[config.mk]
export PLATFORM = sky130hd
export DESIGN_NAME = sockSlotReg
export DESIGN_NICKNAME = d
export VERILOG_FILES = /design/src/rtl/sockRegPkg.sv /design/src/rtl/sockSync.sv /design/src/rtl/sockRegCtrl.sv /design/src/rtl/sockRegData.sv /design/src/rtl/sockSlotReg.sv
export SDC_FILE = /design/constraint.sdc
export NUM_CORES = 1
export LEC_CHECK = 0
export ABC_AREA = 1
export CAP_MARGIN = 20
export CORE_MARGIN = 2
export CORE_UTILIZATION = 34
export CTS_CLUSTER_SIZE = 14
export DETAILED_ROUTE_END_ITERATION = 8
export HOLD_SLACK_MARGIN = 0.02
export PLACE_DENSITY_LB_ADDON = 0.25
export RECOVER_POWER = 100
export SLEW_MARGIN = 20
export SYNTH_ARGS = -nofsm -noshare
export SYNTH_HDL_FRONTEND = slang
export SYNTH_SLANG_ARGS = --single-unit
[constraint.sdc]
create_clock -name clk -period 0.8 [get_ports clk]
set_input_delay 0.16 -clock clk [delete_from_list [all_inputs] [get_ports clk]]
set_output_delay 0.16 -clock clk [all_outputs]
set_load 0.005 [all_outputs]
[src/rtl/sockRegPkg.sv]
package sockRegPkg;

  localparam int REG_W    = 16;
  localparam int STAT_W   = 4;
  localparam int CD_W     = 2;
  localparam int VS_W     = 2;
  localparam int PIN_W    = STAT_W + CD_W + VS_W;
  localparam int SYNC_LEN = 2;

  localparam int CHG_BIT      = 14;
  localparam int SW_PWR_BIT   = 13;
  localparam int RSVD_BIT     = 12;
  localparam int STAT_LSB     = 8;
  localparam int AUTO_PWR_BIT = 7;
  localparam int DET_EN_BIT   = 6;
  localparam int IF_EN_BIT    = 5;
  localparam int IRQ_EN_BIT   = 4;
  localparam int DET_LSB      = 0;

  localparam logic [REG_W-1:0] WR_MASK =
    (REG_W'(1) << CHG_BIT) | (REG_W'(1) << SW_PWR_BIT) |
    (REG_W'(1) << AUTO_PWR_BIT) | (REG_W'(1) << DET_EN_BIT) |
    (REG_W'(1) << IF_EN_BIT) | (REG_W'(1) << IRQ_EN_BIT);

  typedef struct packed {
    logic swPwr;
    logic autoPwr;
    logic detEn;
    logic ifEn;
    logic irqEn;
  } sockCfgT;

  typedef struct packed {
    logic wrCfg;
    logic clrChg;
  } sockStrobeT;

  localparam sockCfgT CFG_RESET = '{swPwr: 1'b0, autoPwr: 1'b1, detEn: 1'b0,
                                    ifEn: 1'b0, irqEn: 1'b0};

endpackage

[src/rtl/sockSync.sv]
module sockSync #(
  parameter int WIDTH  = 8,
  parameter int STAGES = 2
) (
  input  logic             clk,
  input  logic             rst,
  input  logic [WIDTH-1:0] din,
  output logic [WIDTH-1:0] dout
);

  logic [WIDTH-1:0] chain [STAGES];

  always_ff @(posedge clk) begin
    if (rst) begin
      for (int i = 0; i < STAGES; i++) chain[i] <= '0;
    end else begin
      chain[0] <= din;
      for (int i = 1; i < STAGES; i++) chain[i] <= chain[i-1];
    end
  end

  assign dout = chain[STAGES-1];

endmodule

[src/rtl/sockRegCtrl.sv]
module sockRegCtrl
  import sockRegPkg::*;
(
  input  logic             clk,
  input  logic             rst,
  input  logic             regWe,
  input  logic [REG_W-1:0] regWdata,
  output sockCfgT          cfg,
  output sockStrobeT       strobe
);

  logic [REG_W-1:0] wrVal;

  assign wrVal = regWdata & WR_MASK;

  always_ff @(posedge clk) begin
    if (rst) begin
      cfg <= CFG_RESET;
    end else if (regWe) begin
      cfg <= '{swPwr:   wrVal[SW_PWR_BIT],
               autoPwr: wrVal[AUTO_PWR_BIT],
               detEn:   wrVal[DET_EN_BIT],
               ifEn:    wrVal[IF_EN_BIT],
               irqEn:   wrVal[IRQ_EN_BIT]};
    end
  end

  always_comb begin
    strobe.wrCfg  = regWe;
    strobe.clrChg = regWe & wrVal[CHG_BIT];
  end


  sw_pwr_hold_chk: assert property (@(posedge clk) disable iff (rst)
    !regWe |=> $stable(cfg.swPwr));


  cfg_hold_chk: assert property (@(posedge clk) disable iff (rst)
    !regWe |=> $stable(cfg));

endmodule

[src/rtl/sockRegData.sv]
module sockRegData
  import sockRegPkg::*;
(
  input  logic             clk,
  input  logic             rst,
  input  sockCfgT          cfg,
  input  sockStrobeT       strobe,
  input  logic [PIN_W-1:0] pinsRaw,
  output logic [REG_W-1:0] regRdata,
  output logic             sockPwr,
  output logic             grpIrq
);

  logic [PIN_W-1:0]  pinsSync;
  logic [STAT_W-1:0] statSync;
  logic [CD_W-1:0]   cdSync;
  logic [VS_W-1:0]   vsSync;
  logic [CD_W-1:0]   cdPrev;
  logic              chgEdge;
  logic              chgFlag;
  logic              cardGone;
  logic              pwrCut;

  sockSync #(.WIDTH(PIN_W), .STAGES(SYNC_LEN)) uSync (
    .clk  (clk),
    .rst  (rst),
    .din  (pinsRaw),
    .dout (pinsSync)
  );

  assign statSync = pinsSync[PIN_W-1 -: STAT_W];
  assign cdSync   = pinsSync[VS_W +: CD_W];
  assign vsSync   = pinsSync[0 +: VS_W];

  always_ff @(posedge clk) begin
    if (rst) cdPrev <= '0;
    else     cdPrev <= cdSync;
  end

  assign chgEdge = cfg.detEn && (cdSync != cdPrev);

  always_ff @(posedge clk) begin
    if (rst)                chgFlag <= 1'b0;
    else if (chgEdge)       chgFlag <= 1'b1;
    else if (strobe.clrChg) chgFlag <= 1'b0;
  end

  assign cardGone = |cdSync;
  assign pwrCut   = cfg.autoPwr && cfg.detEn && cardGone;
  assign sockPwr  = cfg.swPwr && !pwrCut;
  assign grpIrq   = chgFlag && cfg.irqEn;

  always_comb begin
    regRdata               = '0;
    regRdata[CHG_BIT]      = chgFlag;
    regRdata[SW_PWR_BIT]   = cfg.swPwr;
    regRdata[AUTO_PWR_BIT] = cfg.autoPwr;
    regRdata[DET_EN_BIT]   = cfg.detEn;
    regRdata[IF_EN_BIT]    = cfg.ifEn;
    regRdata[IRQ_EN_BIT]   = cfg.irqEn;
    if (cfg.ifEn && (cdSync == '0))
      regRdata[STAT_LSB +: STAT_W] = statSync;
    if (cfg.ifEn && cfg.detEn)
      regRdata[DET_LSB +: CD_W+VS_W] = {cdSync, vsSync};
  end


  rsvd_zero_chk: assert property (@(posedge clk) disable iff (rst)
    !regRdata[REG_W-1] && !regRdata[RSVD_BIT]);


  pwr_cut_chk: assert property (@(posedge clk) disable iff (rst)
    (cfg.autoPwr && cfg.detEn && cardGone) |-> !sockPwr);


  pwr_needs_sw_chk: assert property (@(posedge clk) disable iff (rst)
    sockPwr |-> cfg.swPwr);


  irq_gate_chk: assert property (@(posedge clk) disable iff (rst)
    grpIrq |-> (cfg.irqEn && chgFlag));


  flag_clear_chk: assert property (@(posedge clk) disable iff (rst)
    (strobe.clrChg && !chgEdge) |=> !chgFlag);


  flag_quiet_chk: assert property (@(posedge clk) disable iff (rst)
    (!cfg.detEn && !chgFlag) |=> !chgFlag);


  stat_gate_chk: assert property (@(posedge clk) disable iff (rst)
    (!cfg.ifEn || cardGone) |-> (regRdata[STAT_LSB +: STAT_W] == '0));

endmodule

[src/rtl/sockSlotReg.sv]
module sockSlotReg
  import sockRegPkg::*;
(
  input  logic        clk,
  input  logic        rst,
  input  logic        regWe,
  input  logic [15:0] regWdata,
  output logic [15:0] regRdata,
  input  logic        sockWp,
  input  logic        sockRdy,
  input  logic        sockBvd2,
  input  logic        sockBvd1,
  input  logic [1:0]  sockCdN,
  input  logic [1:0]  sockVsN,
  output logic        sockPwr,
  output logic        grpIrq
);

  sockCfgT          cfg;
  sockStrobeT       strobe;
  logic [PIN_W-1:0] pinsRaw;

  assign pinsRaw = {sockWp, sockRdy, sockBvd2, sockBvd1, sockCdN, sockVsN};

  sockRegCtrl uCtrl (
    .clk      (clk),
    .rst      (rst),
    .regWe    (regWe),
    .regWdata (regWdata),
    .cfg      (cfg),
    .strobe   (strobe)
  );

  sockRegData uData (
    .clk      (clk),
    .rst      (rst),
    .cfg      (cfg),
    .strobe   (strobe),
    .pinsRaw  (pinsRaw),
    .regRdata (regRdata),
    .sockPwr  (sockPwr),
    .grpIrq   (grpIrq)
  );

endmodule

==> impl_metrics.toml <==
[sta]
post-route-min-period_ps = 1230
final-hold-violation-count = 0
timing.hold.ws_ps = 229
maxSlewViolCount = 0
finalSetupViolCount = 18
setup-tns-final_ps = -5470
finalClockSkew_ps = 1.04
setup_slack_ps = -435
timing.fmax_ghz = 0.810
grt_setup_unrepaired = "yes"
min_period_over_period_pct = 154

[synthesis]
ys_types = 14
ys_seq_area_share_pct = 55.4
yosys.area.top_type_share_pct = 55.4
syn-cell-area_um2 = 867
synth.ff_latch_count = 24
synth_top_cell_by_area = "dfxtp_1"
netlist_instances = 116
syn_area_per_cell_um2 = 7.47
ys_top_cells_by_area = "dfxtp_1, nor2_1, inv_1"
yosysWarnings = 0

[hold_path]
hp-class = "in2reg"
holdCritStartpoint = "regWe"
min_path_cells = 3
min_to = "uCtrl.cfg[4]$_SDFFE_PP0P_"

[critical_path]
reg2reg_depth = 8
cp-start-kind = "register"
regToRegStartpoint = "uData.uSync.chain[0][11]$_SDFF_PP0_"
worstSetupEndpointType = "primary output"
path_max_fanout = 2
r2r_end = "uData.chgFlag$_SDFFE_PP0P_"
cp.arrival_ps = 1070
r2r_slack_ps = -210
criticalPathCategory = "reg2out"
crit_required_ps = 640

[job]
drv_cap = 0

[grt]
grt_use_total_pct = 14.0
grt_pass1_wl_um = 2810
grt_max_degree = 20
grt_pass1_vias = 714
antenna_found_initial = 0
grt_overflow = 0

[clocking]
insertion_delay_ps = 310
cts_buffer_depth = 2
root_buffer = "clkbuf_4"
clock_sinks = 24
cts_buffers = 3
clk_pin_slew_worst_paths_ps = 120
cts-htree-levels = 1
cts_tree = "built"

[floorplan]
dieArea_um2 = 2970
num_io_pins = 45
initial_utilization_pct = 35.3
chipWidth_um = 54.5
rows = 18
coreArea_um2 = 2450
die_y_um = 54.5

[detailed_routing]
remaining_drc_errors = 0
dr.pass1.iters = 3
avgViaCountPerCell = 4.09
avgRoutedWirePerCell_um = 9.66
wirelength_um = 1860
drtIter0Drc = 6
antenna_left = 0
vias = 786

[place]
place.gp.congestion = 0.818
dp_hpwl_um = 1190
io_buffers = 32
post_dp_cell_area_um2 = 1250

[finish]
nets = 190
utilization_pct = 58.0
final_common_cell = "nor2_1"
n_antenna_cell = 0
fin_area_um2 = 1420
drive_above_1_share_pct = 36.4
area_growth_pct = 64.1
final_cell_mix = "nor2_1, inv_1, dfxtp_1"

[power]
peakVddDrop_mv = 1.27
power_density_nw_per_um2 = 1770
total_leakage_power_nw = 0.694

[outcome]
failed_checks = "negative setup slack"
status = "complete, but fails checks"
critical path: stages, from the launching register on:
cell	delay, ps
dfxtp_2	350
buf_6	120
a31oi_1	160
buf_2	140
report_power, final:
part	switching (W)	internal (W)
clock network	0.000348	0.000506
registers	0.0000282	0.00126
logic	0.000152	0.000220
worst max path at each step:
| stage | start | endpoint | slack [ps] | cells after the start |
|---|---|---|---|---|
| floorplan | uData.uSync.chain[0][11]$_SDFF_PP0_ | regRdata[10] | 20 | 3 |
| global placement | uCtrl.cfg[1]$_SDFFE_PP0P_ | regRdata[3] | -480 | 3 |
| detailed placement | uData.uSync.chain[0][11]$_SDFF_PP0_ | regRdata[9] | -510 | 4 |
| CTS | uCtrl.cfg[2]$_SDFFE_PP0P_ | sockPwr | -450 | 3 |
| global route | uCtrl.cfg[1]$_SDFFE_PP0P_ | regRdata[8] | -530 | 4 |
| finish | uCtrl.cfg[2]$_SDFFE_PP0P_ | sockPwr | -430 | 3 |
layer usage:
layer	part of all wire, %	track usage (%)	vias to the layer above
met2	51	26.5	31
met3	7.7	3.55	4
met1	40	13.3	339
met5	0	0	-
li1	-	-	412
met4	1.6	8.75	0
cell families after synthesis:
family / count (synthesis) / synth area share (%)
AO/OA/AOI/OAI: 7 / 4.62
buffers and inverters: 35 / 17.7
flip-flops: 24 / 55.4
other: 1 / 0.432
AND/OR/NAND/NOR: 49 / 21.8
synthesized netlist by cell type:
cell     instances
nor2_1          32
inv_1           27
dfxtp_1         24
nand2_1         14
buf_4            4
o21ai_0          4
inv_2            3
nand3_1          2
a21oi_1          1
a21oi_2          1
a31oi_1          1
buf_6            1
conb_1           1
nand2_2          1
cell type report:
| type | instances | area, um2 |
|---|---|---|
| fill | 225 | 1030 |
| tap | 30 | 37.5 |
| multi-input combinational | 58 | 299 |
| sequential | 24 | 490 |
| clock buffer | 3 | 22.5 |
| clock inverter | 1 | 30.0 |
| timing repair buffer | 46 | 425 |
| inverter | 30 | 118 |
metrics by stage:
step | cells | total power (W) | worst slack (ps)
floorplan | 117 | 0.00142 | 22.5
global placement | 181 | 0.00159 | -481
detailed placement | 181 | 0.00160 | -508
CTS | 190 | 0.00251 | -448
global route | 192 | 0.00264 | -535
finish | 192 | 0.00252 | -435
repair_timing:
| item | 4_1_cts | 5_1_grt |
|---|---|---|
| cloned | 0 | 0 |
| gates resized for setup | 95 | 14 |
| pin swaps | 13 | 7 |
| setup endpoints to repair | 17 | 21 |
| buffers inserted | 5 | 3 |
| hold buffers | 0 | 0 |
sequential cells by signal, indices dropped and copies added, names as in the netlist:
register,flops
uData.cdPrev,2
uCtrl.cfg,5
uData.chgFlag,1
uData.uSync.chain,16
Power figures use the tool's default switching activity.
